[config.mk]
export PLATFORM = sky130hd
export DESIGN_NAME = adc_par_host
export DESIGN_NICKNAME = d
export VERILOG_FILES = /design/src/rtl/adc_par_pkg.sv /design/src/rtl/adc_par_phase_timer.sv /design/src/rtl/adc_par_eoc_detect.sv /design/src/rtl/adc_par_guard.sv /design/src/rtl/adc_par_host.sv
export SDC_FILE = /design/constraint.sdc
export NUM_CORES = 1
export LEC_CHECK = 0
export BUFFER_PORTS_ARGS = -buffer_cell sky130_fd_sc_hd__clkbuf_2
export CORE_MARGIN = 2
export CORE_UTILIZATION = 45
export CTS_BUF_LIST = sky130_fd_sc_hd__clkbuf_4 sky130_fd_sc_hd__clkbuf_8
export DETAILED_ROUTE_END_ITERATION = 16
export HOLD_SLACK_MARGIN = 0.02
export PLACE_DENSITY_LB_ADDON = 0.2
export SYNTH_ARGS = -nofsm -noshare
export SYNTH_HDL_FRONTEND = slang
export SYNTH_SLANG_ARGS = --single-unit
[constraint.sdc]
create_clock -name clk -period 5.1 [get_ports clk]
set_input_delay 1.02 -clock clk [delete_from_list [all_inputs] [get_ports clk]]
set_output_delay 1.02 -clock clk [all_outputs]
set_load 0.02 [all_outputs]
[src/rtl/adc_par_pkg.sv]
package adc_par_pkg;

   typedef enum logic [2:0] {
      ST_IDLE  = 3'd0,
      ST_ADDR  = 3'd1,
      ST_ACQ   = 3'd2,
      ST_START = 3'd3,
      ST_CONV  = 3'd4,
      ST_READ  = 3'd5
   } host_state_t;

   function automatic int max_of(input int a, input int b);
      return (a > b) ? a : b;
   endfunction

endpackage

[src/rtl/adc_par_phase_timer.sv]
module adc_par_phase_timer #(
   parameter int CNT_W = 8
) (
   input  logic             clk,
   input  logic             rst_n,
   input  logic             load,
   input  logic [CNT_W-1:0] load_val,
   output logic             expired
);

   logic [CNT_W-1:0] cnt_q;

   generate
      if (CNT_W < 1) begin : g_bad_w
         $error("phase timer width must be positive");
      end
   endgenerate

   always_ff @(posedge clk or negedge rst_n) begin
      if (!rst_n) begin
         cnt_q <= '0;
      end else if (load) begin
         cnt_q <= load_val;
      end else if (cnt_q != '0) begin
         cnt_q <= cnt_q - 1'b1;
      end
   end

   assign expired = (cnt_q == '0);

endmodule

[src/rtl/adc_par_eoc_detect.sv]
module adc_par_eoc_detect #(
   parameter int SYNC_STAGES = 2
) (
   input  logic clk,
   input  logic rst_n,
   input  logic eoc_n_in,
   output logic eoc_fall
);

   logic last_q;

   generate
      if (SYNC_STAGES < 2) begin : g_bad_sync
         $error("end-of-conversion synchronizer needs at least two stages");
      end
      for (genvar i = 0; i < SYNC_STAGES; i++) begin : g_sync
         logic stage_q;
         if (i == 0) begin : g_first
            always_ff @(posedge clk or negedge rst_n) begin
               if (!rst_n) stage_q <= 1'b1;
               else        stage_q <= eoc_n_in;
            end
         end else begin : g_next
            always_ff @(posedge clk or negedge rst_n) begin
               if (!rst_n) stage_q <= 1'b1;
               else        stage_q <= g_sync[i-1].stage_q;
            end
         end
      end
   endgenerate

   always_ff @(posedge clk or negedge rst_n) begin
      if (!rst_n) last_q <= 1'b1;
      else        last_q <= g_sync[SYNC_STAGES-1].stage_q;
   end

   assign eoc_fall = last_q & ~g_sync[SYNC_STAGES-1].stage_q;


   eoc_fall_single_chk: assert property (@(posedge clk) disable iff (!rst_n)
      eoc_fall |=> !eoc_fall);

endmodule

[src/rtl/adc_par_guard.sv]
module adc_par_guard #(
   parameter int GUARD_CYC = 5
) (
   input  logic clk,
   input  logic rst_n,
   input  logic rd_active,
   output logic guard_clear
);

   localparam int GW = $clog2(GUARD_CYC + 1);

   logic [GW-1:0] left_q;

   generate
      if (GUARD_CYC < 1) begin : g_bad_guard
         $error("guard interval must be at least one cycle");
      end
   endgenerate

   always_ff @(posedge clk or negedge rst_n) begin
      if (!rst_n) begin
         left_q <= '0;
      end else if (rd_active) begin
         left_q <= GW'(GUARD_CYC);
      end else if (left_q != '0) begin
         left_q <= left_q - 1'b1;
      end
   end

   assign guard_clear = (left_q == '0);


   guard_armed_chk: assert property (@(posedge clk) disable iff (!rst_n)
      rd_active |=> !guard_clear);

endmodule

[src/rtl/adc_par_host.sv]
module adc_par_host
   import adc_par_pkg::*;
#(
   parameter int CHAN_W      = 3,
   parameter int DATA_W      = 12,
   parameter int WR_CYC      = 2,
   parameter int ACQ_CYC     = 30,
   parameter int CONVST_CYC  = 2,
   parameter int RD_CYC      = 3,
   parameter int GUARD_CYC   = 5,
   parameter int TIMEOUT_CYC = 100,
   parameter int SYNC_STAGES = 2
) (
   input  logic              clk,
   input  logic              rst_n,
   input  logic              req_valid,
   input  logic [CHAN_W-1:0] req_chan,
   output logic              req_ready,
   output logic [CHAN_W-1:0] adc_addr,
   output logic              adc_wr_n,
   output logic              adc_convst_n,
   input  logic              adc_eoc_n,
   output logic              adc_cs_n,
   output logic              adc_rd_n,
   input  logic [DATA_W-1:0] adc_data,
   output logic              res_valid,
   output logic [DATA_W-1:0] res_data,
   output logic [CHAN_W-1:0] res_chan,
   output logic              err_timeout
);

   localparam int MAX_A = max_of(WR_CYC, ACQ_CYC);
   localparam int MAX_B = max_of(CONVST_CYC, RD_CYC);
   localparam int MAX_C = max_of(max_of(MAX_A, MAX_B), TIMEOUT_CYC);
   localparam int CW    = $clog2(MAX_C + 1);

   generate
      if (WR_CYC < 1 || ACQ_CYC < 1 || CONVST_CYC < 1 || RD_CYC < 1) begin : g_bad_phase
         $error("every phase length must be at least one cycle");
      end
      if (TIMEOUT_CYC < 2) begin : g_bad_tmo
         $error("timeout must be at least two cycles");
      end
      if (CHAN_W < 1 || DATA_W < 1) begin : g_bad_width
         $error("channel and data widths must be positive");
      end
   endgenerate

   host_state_t       state_q, state_d;
   logic [CHAN_W-1:0] chan_q;
   logic              tmr_load;
   logic [CW-1:0]     tmr_val;
   logic              tmr_done;
   logic              eoc_fall;
   logic              guard_clear;
   logic              rd_active;
   logic              done_set;
   logic              tmo_set;

   adc_par_phase_timer #(.CNT_W(CW)) u_timer (
      .clk      (clk),
      .rst_n    (rst_n),
      .load     (tmr_load),
      .load_val (tmr_val),
      .expired  (tmr_done)
   );

   adc_par_eoc_detect #(.SYNC_STAGES(SYNC_STAGES)) u_eoc (
      .clk      (clk),
      .rst_n    (rst_n),
      .eoc_n_in (adc_eoc_n),
      .eoc_fall (eoc_fall)
   );

   adc_par_guard #(.GUARD_CYC(GUARD_CYC)) u_guard (
      .clk         (clk),
      .rst_n       (rst_n),
      .rd_active   (rd_active),
      .guard_clear (guard_clear)
   );

   always_comb begin
      state_d  = state_q;
      tmr_load = 1'b0;
      tmr_val  = '0;
      done_set = 1'b0;
      tmo_set  = 1'b0;
      unique case (state_q)
         ST_IDLE: begin
            if (req_valid) begin
               state_d  = ST_ADDR;
               tmr_load = 1'b1;
               tmr_val  = CW'(WR_CYC - 1);
            end
         end
         ST_ADDR: begin
            if (tmr_done) begin
               state_d  = ST_ACQ;
               tmr_load = 1'b1;
               tmr_val  = CW'(ACQ_CYC - 1);
            end
         end
         ST_ACQ: begin
            if (tmr_done && guard_clear) begin
               state_d  = ST_START;
               tmr_load = 1'b1;
               tmr_val  = CW'(CONVST_CYC - 1);
            end
         end
         ST_START: begin
            if (tmr_done) begin
               state_d  = ST_CONV;
               tmr_load = 1'b1;
               tmr_val  = CW'(TIMEOUT_CYC - 1);
            end
         end
         ST_CONV: begin
            if (eoc_fall) begin
               state_d  = ST_READ;
               tmr_load = 1'b1;
               tmr_val  = CW'(RD_CYC - 1);
            end else if (tmr_done) begin
               state_d = ST_IDLE;
               tmo_set = 1'b1;
            end
         end
         ST_READ: begin
            if (tmr_done) begin
               state_d  = ST_IDLE;
               done_set = 1'b1;
            end
         end
         default: state_d = ST_IDLE;
      endcase
   end

   always_ff @(posedge clk or negedge rst_n) begin
      if (!rst_n) begin
         state_q     <= ST_IDLE;
         chan_q      <= '0;
         res_valid   <= 1'b0;
         res_data    <= '0;
         err_timeout <= 1'b0;
      end else begin
         state_q     <= state_d;
         res_valid   <= done_set;
         err_timeout <= tmo_set;
         if (state_q == ST_IDLE && req_valid) chan_q <= req_chan;
         if (done_set) res_data <= adc_data;
      end
   end

   assign rd_active    = (state_q == ST_READ);
   assign req_ready    = (state_q == ST_IDLE);
   assign adc_addr     = chan_q;
   assign res_chan     = chan_q;
   assign adc_wr_n     = (state_q != ST_ADDR);
   assign adc_convst_n = (state_q != ST_START);
   assign adc_cs_n     = !rd_active;
   assign adc_rd_n     = !rd_active;


   reset_idle_chk: assert property (@(posedge clk)
      !rst_n |-> adc_wr_n && adc_convst_n && adc_rd_n && !res_valid);


   accept_idle_chk: assert property (@(posedge clk) disable iff (!rst_n)
      $fell(adc_wr_n) |-> $past(req_valid) && $past(req_ready));


   cs_rd_pair_chk: assert property (@(posedge clk) disable iff (!rst_n)
      adc_cs_n == adc_rd_n);


   no_read_overlap_chk: assert property (@(posedge clk) disable iff (!rst_n)
      !adc_rd_n |-> adc_convst_n && adc_wr_n);


   strobe_apart_chk: assert property (@(posedge clk) disable iff (!rst_n)
      !(!adc_wr_n && !adc_convst_n));


   guard_before_start_chk: assert property (@(posedge clk) disable iff (!rst_n)
      $fell(adc_convst_n) |-> $past(guard_clear));


   valid_single_chk: assert property (@(posedge clk) disable iff (!rst_n)
      res_valid |=> !res_valid);


   timeout_idle_chk: assert property (@(posedge clk) disable iff (!rst_n)
      err_timeout |-> req_ready && !res_valid);

endmodule

==> results of run 1 <==
==> cell usage in the layout, fill, tap and decap left out, types with 2 or more instances in the layout <==
cell,netlist,final
nand3_1,4,4
clkinv_2,0,2
inv_1,6,6
o21ai_0,6,6
ha_1,3,3
nor3_1,2,2
nor2_1,7,7
mux2_4,9,9
mux2_2,6,6
dfrtp_1,30,30
clkbuf_2,0,43
clkbuf_4,0,5
a211o_1,2,2
nand2b_1,4,4
dfstp_2,3,3
nand3b_1,2,2
nand2_1,11,11
xor2_1,3,3
xnor2_1,3,3
==> kinds of logic (layout without fill, tap and decap cells) <==
group                    after synthesis  in the layout  share of synthesized area
flip-flops                            33             33                      0.533
XOR/XNOR                               6              6                     0.0337
multiplexers                          15             15                      0.130
AO/OA/AOI/OAI                         15             15                     0.0683
AND/OR/NAND/NOR                       42             42                      0.158
adder cells (fa/ha/maj)                3              3                     0.0241
buffers and inverters                 15             58                     0.0530
==> worst register-to-register path, stage by stage (launching register included) <==
cell     delay, ns
dfrtp_1       0.41
inv_1         0.10
ha_1          0.23
nor3b_2       0.26
and2_4        0.23
nand3_4       0.22
mux2_4        0.38
==> power groups by stage <==
stage / sequential [mW] / clock [mW] / combinational, mW
2_1_floorplan: 0.465 / 0 / 0.326
3_3_place_gp: 0.444 / 0 / 0.446
3_5_place_dp: 0.451 / 0 / 0.456
4_1_cts: 0.446 / 0.146 / 0.459
5_1_grt: 0.462 / 0.161 / 0.504
6_report: 0.445 / 0.138 / 0.450
==> metrics by stage <==
| stage | hold WS [ns] | std cells |
|---|---|---|
| final | 0.361 | 218 |
| after global routing | 0.370 | 218 |
| after CTS | 0.364 | 218 |
| after detailed placement | 0.349 | 210 |
| after global placement | 0.346 | 210 |
| after floorplan | 0.345 | 129 |
==> cells in the mapped netlist, drive strengths merged <==
cell type | n | area share
dfrtp | 30 | 0.48
mux2 | 15 | 0.13
nand2 | 11 | 0.027
nor2 | 8 | 0.021
inv | 7 | 0.017
buf | 6 | 0.031
o21ai | 6 | 0.019
nand3 | 5 | 0.024
nand2b | 4 | 0.016
dfstp | 3 | 0.051
ha | 3 | 0.024
nor3 | 3 | 0.017
xnor2 | 3 | 0.017
xor2 | 3 | 0.017
a211o | 2 | 0.011
clkbuf | 2 | 0.0048
nand3b | 2 | 0.0096
a221oi | 1 | 0.0056
a2bb2oi | 1 | 0.0056
a31o | 1 | 0.0056
a31oi | 1 | 0.0040
and2 | 1 | 0.0056
and3 | 1 | 0.0040
nand4 | 1 | 0.0040
nor2b | 1 | 0.0040
nor3b | 1 | 0.0080
nor4 | 1 | 0.0040
o2111ai | 1 | 0.0056
o211ai | 1 | 0.0048
o311a | 1 | 0.0064
or3 | 1 | 0.0040
or3b | 1 | 0.0056
or4 | 1 | 0.0048
==> how the worst max path moves through the flow <==
stage | from | to
2_1_floorplan | state_q[2] | adc_rd_n
3_5_place_dp | req_valid | adc_addr[2]
3_3_place_gp | req_valid | adc_addr[2]
6_report | state_q[2] | adc_cs_n
4_1_cts | state_q[2] | adc_rd_n
5_1_grt | state_q[2] | adc_rd_n
==> registers in the layout (all words and copies together) (netlist names) <==
register              count
res_data                 12
u_timer.cnt_q             7
adc_addr                  3
state_q                   3
u_guard.left_q            3
u_eoc.g_sync.stage_q      2
err_timeout               1
res_valid                 1
u_eoc.last_q              1
==> area by class of cell <==
cell class	count	area, µm²
Clock buffer	5	37.5
Fill cell	299	1510
Timing Repair Buffer	43	215
Clock inverter	3	17.5
Tap cell	46	57.6
Inverter	7	26.3
Multi-Input combinational cell	81	646
Sequential cell	33	830
==> per-layer routing <==
| layer | track usage | up-vias |
|---|---|---|
| li1 | - | 528 |
| met1 | 0.209 | 510 |
| met2 | 0.273 | 34 |
| met3 | 0.0378 | 5 |
| met4 | 0.0889 | 0 |
| met5 | 0 | - |
==> impl_results.md, run 1 <==
* Status: finished clean
* HP Class: flip-flop to flip-flop
* Via count at 1077
* Layout Nets at 193
* Min-delay src: u_eoc.g_sync[0].stage_q
* Hold Path End: u_eoc.g_sync[1].stage_q
* CTS tree: done
* Sequential element share of the synthesized area at 0.533
* Clock power share at 0.133
* Switching Share at 0.411
* Core area at 0.00334 mm²
* Delay-heaviest family, CP: flip-flops
* Max_cap viols at 0
* RSZ-0062 raised after global routing: no
* Avg Cell Area, Syn at ~12 µm²
* Mapped Nets at 151
* First-pass GRT wire length at roughly 5.2 mm
* Rel. slew slack at 0.487
* Postcts setup bufs at 0
* Vias in the first global route at 1178
* Final Slew Violations at 0
* Clock Latency Late Sink at 0.33 ns
* Initial antenna violation count at 0
* H-tree depth at 2
* Tot Pwr at 1.03 mW
* Crit. End Element: output pin
* Worst Max-Slew Pin Slew at 0.770 ns
* Comb pwr share at 0.436
* Diode count at 0
* DIE AREA at 0.00395 mm²
* Starting Density at 0.467
* WP depth at 4
* Clk root buf: clkbuf_4
* Cells after synthesis at 129
* Routability cong. at a little under 0.8
* Switching pwr at ~0.42 mW
* Reg2reg path depth at 6
* Max Used Layer: met4
* Setup_tns at 0 ns
* Routed Antenna Nets at 0
* Synth warn at 0
* Metal2 WL at approximately 1.4 mm
* Total gr overflow at 0
* Clk sinks at 33
* Register share of total power at 0.431
* CTS Buffer Depth at 2
* Detail Route met3 WL at 166 µm
* Unique cell type count in the Yosys netlist at 39
* Pwr per Cell Area at approximately 560 mW/mm²
* Die X at 62.8 µm
* Final hold vios at 0
* Setup Viol. Count Final at 0
* Peak Freq at between 0.3 and 0.4 GHz
* FP Rows at 21
* DRC Markers at 0
* Synthesized flop and latch total at 33
* Total Routing Usage GR at 0.168
* R2r startpoint: u_timer.cnt_q[0]
* Internal power at about 0.61 mW
* Critical path required time at 4.08 ns
* Critical R2R Capture: res_data[3]
* Critical path class: flip-flop to output pin
* Largest net degree at the start of global routing at 34
* Final Critical Period at 2.64 ns
* Leakage Power at a little over 0.9 nW
* CP peak stage delay at 0.56 ns
* FF-to-FF setup slack at between 3 and 4 ns
* Top-Level Pins at 44
* Mapped Area at 0.00156 mm²
* CP Max Fanout at 11
* DIE HEIGHT at 62.8 µm
* Initial drt markers at 17
* Hold depth at 0
* Final worst slack at 2.46 ns
* Hold-fix buffers at CTS at 0
* Syn-to-layout area delta at 17.4%
* Hpwl dp at 2.13 mm
* CP cell instances: inv_2 > nor2_1 > nand2_1 > clkbuf_2
* DR WL/cell at ~13 µm
* Slowest-stage cell, CP: dfrtp_1
* Crit start category: flip-flop
* Total CTS buffers at 5
* Fin Clk Skew at 0.000906 ns
* Share of layout cells above drive strength 1 at 0.448
* Port bufs at 43
* Clk slew on worst S/H paths at 0.10 ns
* Place WS at around 2.8 ns
* Arr. time, crit path at between 1.5 and 2 ns
* Wl on met1 at 1.17 mm
* Drt via density at 4.94
* Final worst path period share at 0.518
* Cts repair resizes at 0
* Critical path buffers and inverters at 2
* Worst VDD drop at roughly 0.26 mV
* Drt first pass iters at 4
* Post-route cell area at 0.00183 mm²
* Fin util at 0.548
* WL final at 2.79 mm
* Dpl cell area at between 0.0015 and 0.002 mm²
(Power assumes the default switching activity.)
==> inputs of run 2 (changes only) <==
==> constraint.sdc (replaced) <==
create_clock -name clk -period 2.6 [get_ports clk]
set_input_delay 0.52 -clock clk [delete_from_list [all_inputs] [get_ports clk]]
set_output_delay 0.52 -clock clk [all_outputs]
set_load 0.02 [all_outputs]
==> run 2 against run 1 <==
Effect of this change:
- hold slack worse by 0.12 ns
- non-clock buffer count stayed put
- via count is 2.7% lower
- die area stayed put
- register-to-register slack worse by 2.5 ns
- power is 110% higher
- final cell count stayed put
- design area is 1.8% higher
- combinational power is 95% higher
- utilization is 1.0 points higher
- worst setup slack worse by 2.0 ns
- sequential power is 96% higher
- critical path type unchanged
- critical endpoint unchanged
==> impl_results.md, run 2 (same netlist as run 1, synthesis figures left out) <==
* Leakage Power at 0.939 nW (was 0.921 nW)
* Worst VDD drop at 0.496 mV (was 0.264 mV)
* Crit start category: flip-flop (unchanged)
* Commonest non-fill, non-tap cell in the layout: clkbuf_2 (unchanged)
* FP Rows at 21 (unchanged)
* Crit. End Element: output pin (unchanged)
* Via count at 1048 (was 1077)
* Postcts setup bufs at 0 (unchanged)
* RSZ-0062 raised after global routing: no (unchanged)
* Rel. slew slack at 0.486 (was 0.487)
* Max reg flops at 12 (unchanged)
* CTS tree: done (unchanged)
* Final worst path period share at 0.830
* DRC Markers at 0 (unchanged)
* Final hold vios at 0 (unchanged)
* Setup_tns at 0 ns (unchanged)
* Critical path class: flip-flop to output pin (unchanged)
* DIE AREA at 0.00395 mm² (unchanged)
* Drt via density at 4.81 (was 4.94)
* Vias in the first global route at 1063 (was 1178)
* Hold Worst Slack at 0.245 ns (was 0.361 ns)
* Most frequent cells in the layout: clkbuf_2, dfrtp_1, nand2_1 (unchanged)
* Critical path required time at 2.08 ns (was 4.08 ns)
* H-tree depth at 2 (unchanged)
* CP Max Fanout at 11 (unchanged)
* Initial antenna violation count at 0 (unchanged)
* Clock Latency Late Sink at 0.33 ns (about the same)
* WL final at 2.75 mm (was 2.79 mm)
* Final Critical Period at 2.16 ns
* Layout Nets at 193 (unchanged)
* Final Slew Violations at 0 (unchanged)
* Port bufs at 43 (unchanged)
* Total gr overflow at 0 (unchanged)
* Initial drt markers at 26 (was 17)
* First-pass GRT wire length at 4.80 mm (was 5.20 mm)
* Biggest register: res_data (unchanged)
* Clk sinks at 33 (unchanged)
* Total CTS buffers at 5 (unchanged)
* R2r startpoint: u_timer.cnt_q[0] (unchanged)
* Total Routing Usage GR at 0.161 (was 0.168)
* Clk slew on worst S/H paths at 0.10 ns (about the same)
* Worst Max-Slew Pin Slew at 0.771 ns (was 0.770 ns)
* Clk root buf: clkbuf_4 (unchanged)
* Arr. time, crit path at 1.64 ns (was 1.62 ns)
* Setup crit start: state_q[2] (unchanged)
* CTS Buffer Depth at 2 (unchanged)
* Starting Density at 0.467 (unchanged)
* Pwr per Cell Area at 1160 mW/mm² (was 565 mW/mm²)
* Top flop regs: res_data x12, u_timer.cnt_q x7 (unchanged)
* Tot Pwr at 2.16 mW (was 1.03 mW)
* Peak Freq at 0.463 GHz
* Cts repair resizes at 0 (unchanged)
* Max_cap viols at 0 (unchanged)
* DR WL/cell at 12.6 µm (was 12.8 µm)
* Routed Antenna Nets at 0 (unchanged)
* Top-Level Pins at 44 (unchanged)
* Status: finished clean (unchanged)
* Core area at 0.00334 mm² (unchanged)
* Hold-fix buffers at CTS at 0 (unchanged)
* Die X at 62.8 µm (unchanged)
* Largest net degree at the start of global routing at 34 (unchanged)
* Setup Viol. Count Final at 0 (unchanged)
* Hpwl dp at 2.03 mm (was 2.13 mm)
* Routability cong. at 0.762 (was 0.795)
* DIE HEIGHT at 62.8 µm (unchanged)
* Syn-to-layout area delta at 19.6% (was 17.4%)
* Drt first pass iters at 4 (unchanged)
* Share of layout cells above drive strength 1 at 0.448 (unchanged)
* Fin Clk Skew at 0.0103 ns (was 0.000906 ns)
* Diode count at 0 (unchanged)
* HP Class: input port to asynchronous set/reset pin (was flip-flop to flip-flop)
run 2: cell types whose count changed in the layout (fill, tap and decap cells not counted), sizes merged:
cell | before | now
bufinv | 0 | 1
clkbuf | 48 | 50
clkinv | 2 | 0
clkinvlp | 1 | 0
run 2: final cells by class:
type / instances / area [µm²]
fill: 299 / 1470
sequential: 33 / 830
multi-input combinational: 81 / 646
timing repair buffer: 43 / 215
clock inverter: 1 / 30.0
tap: 46 / 57.6
clock buffer: 7 / 58.8
inverter: 7 / 26.3
run 2: routing by layer:
metal | global-route usage | share of wire
met1 | 0.196 | 0.46
met2 | 0.251 | 0.46
met3 | 0.0685 | 0.061
met4 | 0.0667 | 0.012
met5 | 0 | 0
run 2: worst paths after layout:
path                                                end  slack, ns  cells past startpoint
worst min register to register  u_eoc.g_sync[1].stage_q       0.36                      0
worst max register to register             res_data[11]       0.68                      6
worst max-delay path                           adc_cs_n       0.44                      4
min in group clk                u_eoc.g_sync[0].stage_q       0.27                      1
worst min-delay path                   u_timer.cnt_q[3]       0.24                      1
max in group asynchronous             u_guard.left_q[0]       1.86                      1
run 2: through the flow:
stage	instances	cell area [µm²]	utilization	worst slack (ns)
2_1_floorplan	129	1560	-	0.863
3_3_place_gp	210	1770	0.532	0.775
3_5_place_dp	210	1770	0.532	0.681
4_1_cts	218	1860	0.558	0.427
5_1_grt	218	1860	0.558	0.266
6_report	218	1860	0.558	0.442
run 2: critical path: stages, from the launching register on:
cell	delay, ns
dfrtp_1	0.58
inv_2	0.08
nor2_1	0.30
nand2_1	0.17
clkbuf_2	0.20
run 2: power by group:
group / switching, mW / internal, mW / leakage, nW / total, mW
Combinational: 0.479 / 0.398 / 0.496 / 0.878
Sequential: 0.181 / 0.694 / 0.394 / 0.874
Clock: 0.165 / 0.240 / 0.0489 / 0.405
Total: 0.825 / 1.33 / 0.939 / 2.16
